## src/rtl/cmpd_pkg.sv

```systemverilog
package cmpd_pkg;

  typedef enum logic [1:0] {
    DBC_NONE  = 2'b00,
    DBC_SAMP4 = 2'b01,
    DBC_OVF4  = 2'b10,
    DBC_RECHK = 2'b11
  } dbc_mode_e;

  // Polarity match for a qualified edge whose new level is new_lvl.
  function automatic logic edge_match(input logic [1:0] sel, input logic new_lvl);
    unique case (sel)
      2'b00:   return new_lvl;
      2'b01:   return !new_lvl;
      default: return 1'b1;
    endcase
  endfunction

endpackage

```

## src/rtl/cmpd_sync.sv

```systemverilog
module cmpd_sync #(
  parameter int STAGES = 2
) (
  input  logic clk,
  input  logic rst_n,
  input  logic d,
  output logic q
);
  logic [STAGES-1:0] sh_q;

  always_ff @(posedge clk) begin
    if (!rst_n) sh_q <= '0;
    else        sh_q <= {sh_q[STAGES-2:0], d};
  end

  assign q = sh_q[STAGES-1];
endmodule

```

## src/rtl/cmpd_confirm.sv

```systemverilog
module cmpd_confirm #(
  parameter int CONFIRM = 4
) (
  input  logic clk,
  input  logic rst_n,
  input  logic track,
  input  logic strobe,
  input  logic long_win,
  input  logic lvl,
  output logic ev,
  output logic ev_lvl
);
  localparam int CW = $clog2(CONFIRM + 1);

  logic          ref_q;
  logic [CW-1:0] cnt_q;
  logic [CW-1:0] need;
  logic [CW:0]   cnt_nxt;

  assign need    = long_win ? CW'(CONFIRM) : CW'(1);
  assign cnt_nxt = {1'b0, cnt_q} + 1'b1;

  always_ff @(posedge clk) begin
    if (!rst_n) begin
      ref_q  <= 1'b0;
      cnt_q  <= '0;
      ev     <= 1'b0;
      ev_lvl <= 1'b0;
    end else begin
      ev <= 1'b0;
      if (track) begin
        ref_q <= lvl;
        cnt_q <= '0;
      end else if (strobe) begin
        if (lvl != ref_q) begin
          if (cnt_nxt >= {1'b0, need}) begin
            ref_q  <= lvl;
            cnt_q  <= '0;
            ev     <= 1'b1;
            ev_lvl <= lvl;
          end else begin
            cnt_q <= cnt_nxt[CW-1:0];
          end
        end else begin
          cnt_q <= '0;
        end
      end
    end
  end
endmodule

```

## src/rtl/cmpd_recheck.sv

```systemverilog
module cmpd_recheck #(
  parameter int OVF_WAIT = 2
) (
  input  logic clk,
  input  logic rst_n,
  input  logic cancel,
  input  logic start,
  input  logic start_lvl,
  input  logic ovf,
  input  logic lvl,
  output logic pending,
  output logic accept
);
  localparam int OW = $clog2(OVF_WAIT + 1);

  logic [OW-1:0] ocnt_q;
  logic          exp_q;

  always_ff @(posedge clk) begin
    if (!rst_n) begin
      pending <= 1'b0;
      ocnt_q  <= '0;
      exp_q   <= 1'b0;
      accept  <= 1'b0;
    end else begin
      accept <= 1'b0;
      if (cancel) begin
        pending <= 1'b0;
        ocnt_q  <= '0;
      end else if (!pending) begin
        if (start) begin
          pending <= 1'b1;
          exp_q   <= start_lvl;
          ocnt_q  <= '0;
        end
      end else if (ovf) begin
        if (ocnt_q == OW'(OVF_WAIT - 1)) begin
          pending <= 1'b0;
          ocnt_q  <= '0;
          accept  <= (lvl == exp_q);
        end else begin
          ocnt_q <= ocnt_q + 1'b1;
        end
      end
    end
  end
endmodule

```

## src/rtl/cmp_edge_debounce.sv

```systemverilog
module cmp_edge_debounce
  import cmpd_pkg::*;
#(
  parameter int SYNC_STAGES = 2,
  parameter int CONFIRM     = 4,
  parameter int OVF_WAIT    = 2
) (
  input  logic       clk,
  input  logic       rst_n,
  input  logic       cmp_raw,
  input  logic       samp_en,
  input  logic       tmr_ovf,
  input  logic [1:0] edge_sel,
  input  logic [1:0] dbc_mode,
  input  logic       connect,
  input  logic       irq_en,
  input  logic       flag_clr,
  output logic       flag,
  output logic       irq
);
  localparam int WARM = SYNC_STAGES + 1;
  localparam int WW   = $clog2(WARM + 1);

  dbc_mode_e mode;
  logic          lvl_s;
  logic [WW-1:0] warm_q;
  logic          armed, track, strobe, long_win;
  logic          cf_ev, cf_lvl, match;
  logic          rchk_pending, rchk_accept, rchk_start, set_req;
  logic          flag_q;

  assign mode = dbc_mode_e'(dbc_mode);

  cmpd_sync #(.STAGES(SYNC_STAGES)) u_sync (
    .clk(clk), .rst_n(rst_n), .d(cmp_raw), .q(lvl_s)
  );

  always_ff @(posedge clk) begin
    if (!rst_n)           warm_q <= '0;
    else if (!armed)      warm_q <= warm_q + 1'b1;
  end

  assign armed    = (warm_q == WW'(WARM));
  assign track    = !connect || !armed;
  assign strobe   = (mode == DBC_OVF4) ? tmr_ovf : samp_en;
  assign long_win = (mode == DBC_SAMP4) || (mode == DBC_OVF4);

  cmpd_confirm #(.CONFIRM(CONFIRM)) u_confirm (
    .clk(clk), .rst_n(rst_n), .track(track), .strobe(strobe),
    .long_win(long_win), .lvl(lvl_s), .ev(cf_ev), .ev_lvl(cf_lvl)
  );

  assign match      = edge_match(edge_sel, cf_lvl);
  assign rchk_start = (mode == DBC_RECHK) && cf_ev && match;

  cmpd_recheck #(.OVF_WAIT(OVF_WAIT)) u_recheck (
    .clk(clk), .rst_n(rst_n), .cancel(track || (mode != DBC_RECHK)),
    .start(rchk_start), .start_lvl(cf_lvl), .ovf(tmr_ovf), .lvl(lvl_s),
    .pending(rchk_pending), .accept(rchk_accept)
  );

  assign set_req = ((mode != DBC_RECHK) && cf_ev && match) || rchk_accept;

  always_ff @(posedge clk) begin
    if (!rst_n)        flag_q <= 1'b0;
    else if (set_req)  flag_q <= 1'b1;
    else if (flag_clr) flag_q <= 1'b0;
  end

  assign flag = flag_q;
  assign irq  = flag_q && irq_en;
endmodule

```

## config.mk

```make
export PLATFORM = sky130hd
export DESIGN_NAME = cmp_edge_debounce
export DESIGN_NICKNAME = d
export VERILOG_FILES = /design/src/rtl/cmpd_pkg.sv /design/src/rtl/cmpd_sync.sv /design/src/rtl/cmpd_confirm.sv /design/src/rtl/cmpd_recheck.sv /design/src/rtl/cmp_edge_debounce.sv
export SDC_FILE = /design/constraint.sdc
export NUM_CORES = 1
export LEC_CHECK = 0
export CORE_MARGIN = 3
export CORE_UTILIZATION = 45
export CTS_CLUSTER_SIZE = 25
export DETAILED_ROUTE_END_ITERATION = 16
export GPL_TIMING_DRIVEN = 0
export PLACE_DENSITY = 0.72
export SETUP_SLACK_MARGIN = 0.02
export SYNTH_ARGS = -nofsm -noshare
export SYNTH_HDL_FRONTEND = slang
export SYNTH_SLANG_ARGS = --single-unit
```

## constraint.sdc

```tcl
create_clock -name clk -period 1.8 [get_ports clk]
set_input_delay 0.27 -clock clk [delete_from_list [all_inputs] [get_ports clk]]
set_output_delay 0.27 -clock clk [all_outputs]
set_load 0.02 [all_outputs]
```

After elaboration in Yosys (flattened, before gate mapping)
Index checks and enable logic that the tools add are counted.
{"block": "word_totals", "ff_bits": 16, "latch_bits": 0, "ram_bits": 0, "romBits": 0, "input_bits": 12, "out_inout_bits": 2, "word_cells": 79, "n_memories": 0}
{"block": "op_classes", "addsub": 3, "mul": 0, "div": 0, "order_cmp": 1, "eq_ne": 10, "shifts": 0, "muxes": 20, "bitwise_logic": 8, "n_reduce_logical": 26}
{"operator": "2-to-1 mux 1 bit", "count": 12}
{"operator": "nonzero test 2 bit", "count": 5}
{"operator": "2-to-1 mux 3 bit", "count": 3}
{"operator": "2-to-1 mux 2 bit", "count": 4}
{"operator": "inverter 1 bit", "count": 8}
{"operator": "equality test 2 x 1 -> 1 bit (second input constant)", "count": 3}
{"operator": "equality test 2 bit (second input constant)", "count": 3}
{"operator": "AND reduction 3 bit", "count": 2}
{"operator": "logical AND 1 bit", "count": 5}
{"operator": "OR reduction 5 bit", "count": 1}
{"operator": "adder 2 x 1 -> 2 bit (second input constant)", "count": 2}
{"operator": "adder 3 x 1 -> 4 bit (second input constant)", "count": 1}
{"operator": "greater-or-equal comparator 4 x 3 -> 1 bit", "count": 1}
{"operator": "logical OR 1 bit", "count": 4}
{"operator": "inequality test 2 bit (second input constant)", "count": 2}
{"operator": "AND reduction 4 bit", "count": 1}
{"operator": "OR reduction 2 bit", "count": 2}
{"operator": "OR reduction 4 bit", "count": 1}
{"operator": "logical NOT 1 bit", "count": 3}
{"operator": "logical NOT 2 bit", "count": 1}
{"operator": "one-hot mux 1 bit (2 select lines)", "count": 1}
{"operator": "AND reduction 2 bit", "count": 1}
{"operator": "equality test 1 bit", "count": 1}
{"operator": "inequality test 1 bit", "count": 1}

Depth between registers and ports, before layout
Gate-level depths: netlist (run 1).
{"block": "logic_depth", "ltp_word": 8, "ltp_mapped": 7, "ltp_nobuf": 7}

By module
From an unflattened synthesis (run 1), not the netlist that was laid out.
{"block": "hier_totals", "hier_cells": 86, "area_unflattened_um2": 828.3}
{"module": "cmpd_confirm", "n_inst": 1, "cells_per_inst": 38, "area_each_um2": 349.1, "seq_area_each_um2": 120.1}
{"module": "cmpd_recheck", "n_inst": 1, "cells_per_inst": 20, "area_each_um2": 216.5, "seq_area_each_um2": 100.1}
{"module": "cmp_edge_debounce", "n_inst": 1, "cells_per_inst": 24, "area_each_um2": 210.2, "seq_area_each_um2": 60.1}
{"module": "cmpd_sync", "n_inst": 1, "cells_per_inst": 4, "area_each_um2": 52.6, "seq_area_each_um2": 40.0}

Worst setup path after synthesis (run 1)
No wires, ideal clock.
{"block": "synth_path", "path_type": "register -> register", "from": "reg u_confirm.cnt_q[0]", "to": "reg u_confirm.ev_lvl", "setup_ps": 72, "arrival_ps": 1830, "required_time_ps": 1728, "slack_ps": -101, "path_stages_with_launch": 8, "n_path_buf": 0, "synth_period_minus_slack_ps": 1901, "cell_sequence": "dfxtp_1 ha_1 xor2_1 ha_1 nand3b_1 and2_1 a2111oi_2 mux2i_1"}
{"block": "synth_via", "elab_chain_len": 3}
{"item": "start, declared", "line_no": "cmpd_confirm.sv:16", "source": "logic [CW-1:0] cnt_q;"}
{"item": "start signal, assigned", "line_no": "cmpd_confirm.sv:42", "source": "cnt_q <= cnt_nxt[CW-1:0];"}
{"item": "adder 3 x 1 -> 4 bit", "line_no": "cmpd_confirm.sv:21", "source": "assign cnt_nxt = {1'b0, cnt_q} + 1'b1;"}
{"item": "greater-or-equal comparator 4 x 3 -> 1 bit", "line_no": "cmpd_confirm.sv:36", "source": "if (cnt_nxt >= {1'b0, need}) begin"}
{"item": "AND reduction 4 bit (no line)"}
{"item": "end signal, assigned", "line_no": "cmpd_confirm.sv:40", "source": "ev_lvl <= lvl;"}
{"item": "end, declared", "line_no": "cmpd_confirm.sv:11", "source": "output logic ev_lvl"}
Every way passes these cells.
A chain may end at the register's enable or synchronous reset.

Final worst setup path (run 1)
Same ends and word-level chain as after synthesis.

==> reports/summary.md, run 1 <==
• **outcome** complete, but fails checks
• **violated checks** negative setup slack
• **Die ar.** 2341 µm²
• **Worst VDD drop** 0.5426 mV
• **CTS H-tree depth** 1
• **initial drt markers** 4
• **number of global-route vias before repair** 639
• **setup repair after global routing missed its margin** yes
• **CP Max Fanout** 4
• **setup slack after layout** -0.0003626 ns
• **sink count of the clock tree** 16
• **length in cells of the worst reg-to-reg path** 7
• **Required @ worst endpoint** 2.01 ns
• **net count of the finished layout** 121
• **number of warnings reported in the yosys synthesis log** 0
• **LEAKAGE** 0.3814 nW
• **Crit. End Element** flip-flop
• **number of placed cells counting well taps** 118
• **count of antenna diodes in the layout** 0
• **synthesized area** 808.3 µm²
• **arrival time at the worst endpoint** 2.01 ns
• **Overall Power** 0.7315 mW
• **number of register bits inferred by synthesis** 16
• **Layout area overhead** 38.85%
• **effective utilization at floorplan** 50.71%
• **half-perimeter wire length after detailed placement** 1.192 mm
• **top_reg_cell synth** sky130_fd_sc_hd__dfxtp_1
• **post-place setup slack** -0.6233 ns
• **cell at the root of the clock tree** sky130_fd_sc_hd__clkbuf_4
• **via count** 662
• **area leader, netlist** sky130_fd_sc_hd__dfxtp_1
• **drt pass-1 iters** 5
• **average instance area after synthesis** 9.979 µm²
• **Hold Path End** u_sync.sh_q[1]
• **number of slew-limit violations in the final report** 0
• **GPL Wtd Cong** 0.8087
• **ANT nets after route** 0
• **Routed WL** 1.605 mm
• **Post-Syn Nets** 99
• **wire length of the first global-routing pass** 2.711 mm
• **worst slack on hold paths** 0.4402 ns
• **Post-synth EDFFs** 0
• **DR vias/cell** 5.254
• **most frequent standard cell in the layout excluding fill and tap cells** sky130_fd_sc_hd__dfxtp_1
• **clock network latency to the later pin of the worst-skew pair** 0.28 ns
• **DRC violation count after routing** 0
• **clock tree from TritonCTS** yes
• **HP Class** reg -> reg
• **final cycle utilization of the critical path** 100.0%
• **overall die width** 48.38 µm
• **number of buffers on the longest clock path** 2
• **height of the die** 48.38 µm
• **number of standard cells in the layout, taps in and fillers out** 126
• **endpoints failing setup** 1
• **worst clock skew** 0.003675 ns
• **capture point of the worst reg-to-reg path** u_confirm.ev_lvl
• **total global routing track utilization** 14.55%
• **post-CTS clock slew at the launch and capture registers of the worst setup and hold paths** 0.09 ns
• **critical path launch point type** flip-flop
• **classification of the worst setup path** reg -> reg
• **total CTS buffers** 3
• **num rows** 14
• **Register-to-Register Setup Slack** -0.0004 ns
• **synthesized instance count** 81
• **# Max-Cap Violations** 0
• **leading cell types in the layout, fill and taps excluded** 14 x sky130_fd_sc_hd__dfxtp_1, 11 x sky130_fd_sc_hd__clkdlybuf4s50_1, 6 x sky130_fd_sc_hd__nand2_1, 5 x sky130_fd_sc_hd__and2_1
• **average wire per standard cell** 12.74 µm
• **proportion of layout cells with a drive suffix above 1** 21.57%
• **timing-limited maximum frequency** 0.5554 GHz
• **sequential-to-total area share from yosys stat** 39.63%
• **fill cell instance count of the final layout** 137
• **final hold vios** 0
• **initial antenna violation count** 0
• **Slew Limit Headroom** 61.77%
• **CORE AREA** 1594 µm²
• **number of distinct library cells after synthesis** 29
• **biggest area contributors in the synthesized netlist** sky130_fd_sc_hd__dfxtp_1 40%, sky130_fd_sc_hd__ha_1 9.3%, sky130_fd_sc_hd__mux2i_1 5.0%
• **final period demand of the worst path** 1.800 ns
• **number of buffer cells added on primary ports** 13
• **hold_sp** u_sync.sh_q[0]
• **startpoint of the most critical register-to-register path** u_confirm.cnt_q[0]
• **num ports** 14
• **largest net degree at the start of global routing** 11
• **count of cells along the worst hold path** 1
• **final global-route overflow total** 0
• **Slew @ Worst Pin** 0.5623 ns
• **fraction of synthesized cell area taken by the top area cell type** 39.63%
• **post-synthesis async set-or-reset flop share** 0%
• **areal power density over the cells** 651.8 nW/µm²
==> critical path, cell delays in order, from the launching register on <==
cell and delay (ns):
sky130_fd_sc_hd__dfxtp_4 0.37, sky130_fd_sc_hd__ha_4 0.17, sky130_fd_sc_hd__xor2_4 0.16, sky130_fd_sc_hd__ha_4 0.29, sky130_fd_sc_hd__nand3b_1 0.07, sky130_fd_sc_hd__and2_4 0.16
sky130_fd_sc_hd__a2111oi_4 0.30, sky130_fd_sc_hd__mux2i_1 0.21
==> layer usage <==
layer	global-route usage, %	vias up	routed length [µm]
li1	-	336	-
met1	15.27	309	681
met2	27.75	15	821
met3	6.135	2	97
met4	1.422	0	5
met5	0	-	0
==> repair_timing <==
| action | CTS | global route |
|---|---|---|
| pin swaps | 2 | 5 |
| endpoints found under the setup margin | 6 | 6 |
| buffers inserted | 3 | 1 |
| gates resized for setup | 8 | 4 |
| hold buffers | 0 | 0 |
==> worst max-delay path by stage <==
| stage | from | endpoint |
|---|---|---|
| 3_5_place_dp | dbc_mode[0] | u_confirm.ev_lvl |
| 6_report | u_confirm.cnt_q[0] | u_confirm.ev_lvl |
| 5_1_grt | u_confirm.cnt_q[0] | u_confirm.cnt_q[0] |
| 3_3_place_gp | dbc_mode[0] | u_confirm.ev_lvl |
| 2_1_floorplan | u_confirm.cnt_q[0] | u_confirm.ev_lvl |
| 4_1_cts | u_confirm.cnt_q[0] | u_confirm.ev_lvl |
==> where the power goes <==
part           total [mW]  switching, mW  internal [mW]  leakage [nW]
registers           0.372        0.00773          0.364         0.132
clock network       0.231          0.107          0.123        0.0210
logic               0.129         0.0574         0.0719         0.229
==> kinds of logic (layout without fill, tap and decap cells) <==
group / after synthesis / count (layout) / share of synthesized area, %
buffers and inverters: 3 / 24 / 1.393
muxes: 5 / 5 / 6.656
and+or+nand+nor: 31 / 31 / 21.67
xor gates and xnor gates: 5 / 5 / 5.419
AOI/OAI and AO/OA: 15 / 15 / 15.95
adders and majority gates: 6 / 6 / 9.288
DFF: 16 / 16 / 39.63
==> flip-flops by register name, indices dropped and copies added, names as in the netlist <==
register	flops
u_confirm.cnt_q	3
u_recheck.ocnt_q	2
u_sync.sh_q	2
warm_q	2
flag	1
u_confirm.ev	1
u_confirm.ev_lvl	1
u_confirm.ref_q	1
u_recheck.accept	1
u_recheck.exp_q	1
u_recheck.pending	1
==> cells in the mapped netlist (2+ instances only) <==
library cell               number
sky130_fd_sc_hd__dfxtp_1       16
sky130_fd_sc_hd__and2_1         6
sky130_fd_sc_hd__ha_1           6
sky130_fd_sc_hd__nand2_1        6
sky130_fd_sc_hd__a21oi_1        4
sky130_fd_sc_hd__mux2i_1        4
sky130_fd_sc_hd__nor2_1         4
sky130_fd_sc_hd__nand3_1        3
sky130_fd_sc_hd__o21ai_0        3
sky130_fd_sc_hd__xor2_1         3
sky130_fd_sc_hd__a32oi_1        2
sky130_fd_sc_hd__inv_1          2
sky130_fd_sc_hd__nand3b_1       2
sky130_fd_sc_hd__nor2b_1        2
sky130_fd_sc_hd__nor3_1         2
sky130_fd_sc_hd__nor3b_1        2
sky130_fd_sc_hd__xnor2_1        2
==> layout make-up <==
| cell class | instances | area, µm² | share of cell area [%] |
|---|---|---|---|
| buffer | 1 | 3.754 | 0.3344 |
| tap | 24 | 30.03 | 2.676 |
| clock buffer | 4 | 36.28 | 3.233 |
| multi-input combinational | 62 | 555.5 | 49.50 |
| timing repair buffer | 17 | 161.4 | 14.38 |
| inverter | 2 | 7.507 | 0.6689 |
| sequential | 16 | 327.8 | 29.21 |
==> per-stage QoR <==
stage / area (µm²) / util (%) / setup TNS (ns)
after floorplan: 838.3 / - / -0.01975
after global placement: 998.5 / 62.64 / -2.519
after detailed placement: 998.5 / 62.64 / -2.827
after CTS: 1094 / 68.60 / 0
after global routing: 1122 / 70.41 / -0.2955
final: 1122 / 70.41 / -0.0003626
(Power assumes the default switching activity.)
==> run 2, diff against run 1 <==
--- a/config.mk
+++ b/config.mk
@@ -11,7 +11,9 @@
 export DETAILED_ROUTE_END_ITERATION = 16
 export GPL_TIMING_DRIVEN = 0
 export PLACE_DENSITY = 0.72
+export RECOVER_POWER = 25
 export SETUP_SLACK_MARGIN = 0.02
+export SKIP_CTS_REPAIR_TIMING = 1
 export SYNTH_ARGS = -nofsm -noshare
 export SYNTH_HDL_FRONTEND = slang
 export SYNTH_SLANG_ARGS = --single-unit
==> reports/summary.md, run 2 (same netlist as run 1, synthesis figures left out) <==
• **last element of the critical path** u_confirm.ev_lvl, unchanged
• **initial drt markers** 4, unchanged
• **effective utilization at floorplan** 50.71%, unchanged
• **switching share of total power** 23.54%, was 23.59%
• **violated checks** negative setup slack, unchanged
• **total CTS buffers** 3, unchanged
• **startpoint of the most critical register-to-register path** u_confirm.cnt_q[0], unchanged
• **HP Class** reg -> reg, unchanged
• **num rows** 14, unchanged
• **net count of the finished layout** 118, was 121
• **Crit. End Element** flip-flop, unchanged
• **via count** 656, was 662
• **final period demand of the worst path** 1.816 ns, was 1.800 ns
• **outcome** complete, but fails checks, unchanged
• **CORE AREA** 1594 µm², unchanged
• **Slew Limit Headroom** 61.88%, was 61.77%
• **post-place setup slack** -0.6233 ns, unchanged
• **Worst VDD drop** 0.5413 mV, was 0.5426 mV
• **clock network latency to the later pin of the worst-skew pair** 0.28 ns, about the same
• **Clock Power Share** 31.9%, was 31.5%
• **post-CTS clock slew at the launch and capture registers of the worst setup and hold paths** 0.08 ns, was 0.09 ns
• **number of standard cells in the layout, taps in and fillers out** 123, was 126
• **CP Launch Point** u_confirm.cnt_q[0], unchanged
• **capture point of the worst reg-to-reg path** u_confirm.ev_lvl, unchanged
• **P_int** 0.5537 mW, was 0.5589 mW
• **placed instance area** 998.5 µm², unchanged
• **setup repair after global routing missed its margin** yes, unchanged
• **overall die width** 48.38 µm, unchanged
• **max reg flops** 3, unchanged
• **number of placed cells counting well taps** 118, unchanged
• **setup slack after layout** -0.01567 ns, was -0.0003626 ns
• **DR vias/cell** 5.333, was 5.254
• **register name with the most flops** u_confirm.cnt_q, unchanged
• **most frequent standard cell in the layout excluding fill and tap cells** sky130_fd_sc_hd__dfxtp_1, unchanged
• **number of global-route vias before repair** 602, was 639
• **Seq pwr share** 51.5%, was 50.8%
• **switching power** 0.1704 mW, was 0.1726 mW
• **height of the die** 48.38 µm, unchanged
• **number of buffer cells added on primary ports** 13, unchanged
• **Routed WL** 1.518 mm, was 1.605 mm
• **final global-route overflow total** 0, unchanged
• **DRC violation count after routing** 0, unchanged
• **Die ar.** 2341 µm², unchanged
• **initial antenna violation count** 0, unchanged
• **clock tree from TritonCTS** yes, unchanged
• **total global routing track utilization** 13.51%, was 14.55%
• **worst clock skew** 0.005813 ns, was 0.003675 ns
• **CTS H-tree depth** 1, unchanged
• **GPL Wtd Cong** 0.8087, unchanged
• **endpoints failing setup** 1, unchanged
• **# Max-Cap Violations** 0, unchanged
• **number of slew-limit violations in the final report** 0, unchanged
• **wire length of the first global-routing pass** 2.559 mm, was 2.711 mm
• **critical path launch point type** flip-flop, unchanged
• **total negative slack for setup checks** -0.01567 ns, was -0.0003626 ns
• **num ports** 14, unchanged
• **Register-to-Register Setup Slack** -0.02 ns, was -0.0004 ns
• **fill cell instance count of the final layout** 137, unchanged
• **CP Max Fanout** 5, was 4
• **Slew @ Worst Pin** 0.5608 ns, was 0.5623 ns
• **average wire per standard cell** 12.34 µm, was 12.74 µm
• **arrival time at the worst endpoint** 2.03 ns, was 2.01 ns
• **total non-filler cell area in the finished layout** 1097 µm², was 1122 µm²
• **Required @ worst endpoint** 2.01 ns, about the same
• **areal power density over the cells** 659.9 nW/µm², was 651.8 nW/µm²
• **Layout area overhead** 35.76%, was 38.85%
• **final cycle utilization of the critical path** 100.9%, was 100.0%
• **classification of the worst setup path** reg -> reg, unchanged
• **count of antenna diodes in the layout** 0, unchanged
• **leading cell types in the layout, fill and taps excluded** 14 x sky130_fd_sc_hd__dfxtp_1, 10 x sky130_fd_sc_hd__clkdlybuf4s50_1, 6 x sky130_fd_sc_hd__nand2_1, 5 x sky130_fd_sc_hd__and2_1, was 14 x sky130_fd_sc_hd__dfxtp_1, 11 x sky130_fd_sc_hd__clkdlybuf4s50_1, 6 x sky130_fd_sc_hd__nand2_1, 5 x sky130_fd_sc_hd__and2_1
• **proportion of layout cells with a drive suffix above 1** 18.18%, was 21.57%
• **length in cells of the worst reg-to-reg path** 7, unchanged
• **half-perimeter wire length after detailed placement** 1.192 mm, unchanged
• **LEAKAGE** 0.3804 nW, was 0.3814 nW
• **cell at the root of the clock tree** sky130_fd_sc_hd__clkbuf_4, unchanged
• **number of buffers on the longest clock path** 2, unchanged
• **worst slack on hold paths** 0.4396 ns, was 0.4402 ns
• **final hold vios** 0, unchanged
• **drt pass-1 iters** 2, was 5
• **largest net degree at the start of global routing** 11, unchanged
• **combinational share of power** 16.6%, was 17.7%
• **ANT nets after route** 0, unchanged
• **sink count of the clock tree** 16, unchanged
• **timing-limited maximum frequency** 0.5508 GHz, was 0.5554 GHz
## run 2: area by class of cell
type	instances	area (µm²)	share of cell area (%)
Inverter	2	7.507	0.6842
Sequential cell	16	325.3	29.65
Tap cell	24	30.03	2.737
Timing Repair Buffer	14	142.6	13.00
Clock buffer	4	36.28	3.307
Multi-Input combinational cell	62	551.8	50.29
Buffer	1	3.754	0.3421
## run 2: critical path, stage by stage (launching register included)
cell                        delay (ns)
sky130_fd_sc_hd__dfxtp_4          0.37
sky130_fd_sc_hd__ha_4             0.17
sky130_fd_sc_hd__xor2_4           0.16
sky130_fd_sc_hd__ha_4             0.29
sky130_fd_sc_hd__nand3b_1         0.08
sky130_fd_sc_hd__and2_4           0.17
sky130_fd_sc_hd__a2111oi_4        0.30
sky130_fd_sc_hd__mux2i_1          0.21
## run 2: per-stage QoR
stage / utilization (%) / total power [mW]
floorplan: - / 0.4533
global placement: 62.64 / 0.4897
detailed placement: 62.64 / 0.4940
CTS: 64.91 / 0.7259
global route: 68.84 / 0.7573
finish: 68.84 / 0.7242
## run 2: per-layer routing
layer / GRT usage, % / vias up / share of wire, %
met3: 6.135 / 0 / 5.9
met4: 1.422 / 0 / 0
met5: 0 / - / 0
met1: 15.24 / 312 / 44
met2: 24.08 / 13 / 50
li1: - / 331 / -
## run 2: power by group through the flow
stage / clock, mW / combinational [mW] / sequential (mW)
floorplan: 0 / 0.0719 / 0.381
global placement: 0 / 0.107 / 0.382
detailed placement: 0 / 0.111 / 0.383
global route: 0.247 / 0.135 / 0.376
CTS: 0.239 / 0.112 / 0.375
finish: 0.231 / 0.120 / 0.373
## run 2: worst min-delay path by stage
stage	from	endpoint	cells past startpoint
2_1_floorplan	cmp_raw	u_sync.sh_q[0]	1
3_3_place_gp	u_sync.sh_q[0]	u_sync.sh_q[1]	1
3_5_place_dp	u_sync.sh_q[0]	u_sync.sh_q[1]	1
4_1_cts	u_sync.sh_q[0]	u_sync.sh_q[1]	1
5_1_grt	u_sync.sh_q[0]	u_sync.sh_q[1]	1
6_report	u_sync.sh_q[0]	u_sync.sh_q[1]	1
==> run 3, diff against run 2 <==
==> constraint.sdc (replaced) <==
create_clock -name clk -period 1.6 [get_ports clk]
set_input_delay 0.24 -clock clk [delete_from_list [all_inputs] [get_ports clk]]
set_output_delay 0.24 -clock clk [all_outputs]
set_load 0.02 [all_outputs]
==> reports/summary.md, run 3 (same netlist as run 1, synthesis figures left out) <==
• **CORE AREA** 1594 µm², unchanged
• **total CTS buffers** 3, unchanged
• **hold_sp** u_sync.sh_q[0], unchanged
• **setup slack after layout** -0.2004 ns, was -0.01567 ns
• **initial drt markers** 11, was 4
• **violated checks** negative setup slack, unchanged
• **total negative slack for setup checks** -0.5084 ns, was -0.01567 ns
• **height of the die** 48.38 µm, unchanged
• **net count of the finished layout** 118, unchanged
• **wire length of the first global-routing pass** 2.470 mm, was 2.559 mm
• **ANT nets after route** 0, unchanged
• **Routed WL** 1.511 mm, was 1.518 mm
• **worst clock skew** 0.006562 ns, was 0.005813 ns
• **area of combinational cells with multiple inputs** 544.3 µm², was 551.8 µm²
• **switching power** 0.1868 mW, was 0.1704 mW
• **overall die width** 48.38 µm, unchanged
• **final cycle utilization of the critical path** 112.5%, was 100.9%
• **number of slew-limit violations in the final report** 0, unchanged
• **via count** 658, was 656
• **leading cell types in the layout, fill and taps excluded** 14 x sky130_fd_sc_hd__dfxtp_1, 9 x sky130_fd_sc_hd__clkdlybuf4s50_1, 6 x sky130_fd_sc_hd__nand2_1, 5 x sky130_fd_sc_hd__and2_1, was 14 x sky130_fd_sc_hd__dfxtp_1, 10 x sky130_fd_sc_hd__clkdlybuf4s50_1, 6 x sky130_fd_sc_hd__nand2_1, 5 x sky130_fd_sc_hd__and2_1
• **Die ar.** 2341 µm², unchanged
• **number of buffer cells added on primary ports** 13, unchanged
• **max reg flops** 3, unchanged
• **clock network latency to the later pin of the worst-skew pair** 0.28 ns, about the same
• **Required @ worst endpoint** 1.81 ns, was 2.01 ns
• **most frequent standard cell in the layout excluding fill and tap cells** sky130_fd_sc_hd__dfxtp_1, unchanged
• **Worst VDD drop** 0.4824 mV, was 0.5413 mV
• **clock tree from TritonCTS** yes, unchanged
• **average wire per standard cell** 12.39 µm, was 12.34 µm
• **setup repair after global routing missed its margin** yes, unchanged
• **number of placed cells counting well taps** 118, unchanged
• **total global routing track utilization** 13.24%, was 13.51%
• **number of standard cells in the layout, taps in and fillers out** 122, was 123
• **count of antenna diodes in the layout** 0, unchanged
• **proportion of layout cells with a drive suffix above 1** 17.35%, was 18.18%
• **effective utilization at floorplan** 50.71%, unchanged
• **GPL Wtd Cong** 0.7996, was 0.8087
• **areal power density over the cells** 701.3 nW/µm², was 659.9 nW/µm²
• **final global-route overflow total** 0, unchanged
• **initial antenna violation count** 0, unchanged
• **HP Class** reg -> reg, unchanged
• **Crit. End Element** flip-flop, unchanged
• **classification of the worst setup path** reg -> reg, unchanged
• **P_int** 0.5695 mW, was 0.5537 mW
• **LEAKAGE** 0.3913 nW, was 0.3804 nW
• **sink count of the clock tree** 16, unchanged
• **critical path launch point type** flip-flop, unchanged
• **combinational share of power** 17.4%, was 16.6%
• **drt pass-1 iters** 4, was 2
• **post-CTS clock slew at the launch and capture registers of the worst setup and hold paths** 0.08 ns, about the same
• **switching share of total power** 24.70%, was 23.54%
• **post-place setup slack** -0.7605 ns, was -0.6233 ns
• **Layout area overhead** 33.44%, was 35.76%
• **fill cell instance count of the final layout** 124, was 137
• **Slew Limit Headroom** 59.79%, was 61.88%
• **DR vias/cell** 5.393, was 5.333
• **num ports** 14, unchanged
• **largest net degree at the start of global routing** 11, unchanged
• **arrival time at the worst endpoint** 2.01 ns, was 2.03 ns
• **Clock Power Share** 27.1%, was 31.9%
• **Slew @ Worst Pin** 0.5915 ns, was 0.5608 ns
• **register name with the most flops** u_confirm.cnt_q, unchanged
• **number of buffers on the longest clock path** 2, unchanged
• **outcome** complete, but fails checks, unchanged
• **cell at the root of the clock tree** sky130_fd_sc_hd__clkbuf_4, unchanged
• **CP Max Fanout** 5, unchanged
• **Overall Power** 0.7563 mW, was 0.7242 mW
• **half-perimeter wire length after detailed placement** 1.140 mm, was 1.192 mm
• **# Max-Cap Violations** 0, unchanged
• **Seq pwr share** 55.5%, was 51.5%
• **CTS H-tree depth** 1, unchanged
• **endpoints failing setup** 6, was 1
• **final period demand of the worst path** 1.800 ns, was 1.816 ns
• **timing-limited maximum frequency** 0.5554 GHz, was 0.5508 GHz
• **worst slack on hold paths** 0.4418 ns, was 0.4396 ns
• **number of global-route vias before repair** 583, was 602
• **register area** 325.3 µm², unchanged
• **startpoint of the most critical register-to-register path** u_confirm.cnt_q[0], unchanged
• **CP Launch Point** u_confirm.cnt_q[0], unchanged
• **DRC violation count after routing** 0, unchanged
• **final hold vios** 0, unchanged
• **num rows** 14, unchanged
[run 3: changes by cell type in the layout (fill, tap and decap cells not counted), sizes merged]
cell           before  now
clkbuf              5    4
clkdlybuf4s50      10    9
dlymetal6s2s        2    3
[run 3: metrics by stage]
stage	cell area (µm²)	utilization [%]
after global placement	998.5	62.64
after floorplan	838.3	-
after global routing	1079	67.66
final	1079	67.66
after CTS	1021	64.05
after detailed placement	998.5	62.64
[run 3: path summary, 6_finish.rpt]
check / endpoint / slack (ns) / cells past startpoint
worst min register to register: u_sync.sh_q[1] / 0.44 / 1
worst min-delay path: u_sync.sh_q[1] / 0.44 / 1
worst max-delay path: u_confirm.ev_lvl / -0.20 / 7
worst max register to register: u_confirm.ev_lvl / -0.20 / 7
[run 3: per-layer routing]
metal,part of all wire [%],vias to the layer above,track usage (%)
met3,6.7,2,6.135
met2,48,23,20.41
met4,0.33,0,4.265
li1,-,329,-
met5,0,-,0
met1,45,304,16.35
[run 3: critical path: stages, from the launching register on]
cell                        delay (ns)
sky130_fd_sc_hd__dfxtp_4          0.37
sky130_fd_sc_hd__ha_4             0.16
sky130_fd_sc_hd__xor2_2           0.16
sky130_fd_sc_hd__ha_4             0.30
sky130_fd_sc_hd__nand3b_1         0.07
sky130_fd_sc_hd__and2_4           0.16
sky130_fd_sc_hd__a2111oi_4        0.30
sky130_fd_sc_hd__mux2i_1          0.21
[run 3: layout make-up]
| class | instances | share of cell area [%] |
|---|---|---|
| Multi-Input combinational cell | 62 | 50.46 |
| Clock buffer | 3 | 2.088 |
| Timing Repair Buffer | 14 | 13.46 |
| Sequential cell | 16 | 30.16 |
| Tap cell | 24 | 2.784 |
| Inverter | 2 | 0.6961 |
| Buffer | 1 | 0.3480 |
[run 3: power groups by stage]
stage / clock network (mW) / registers, mW / logic (mW)
after global placement: 0 / 0.430 / 0.121
after floorplan: 0 / 0.429 / 0.0809
after global routing: 0.233 / 0.423 / 0.146
after CTS: 0.221 / 0.422 / 0.124
final: 0.205 / 0.420 / 0.131
after detailed placement: 0 / 0.431 / 0.123
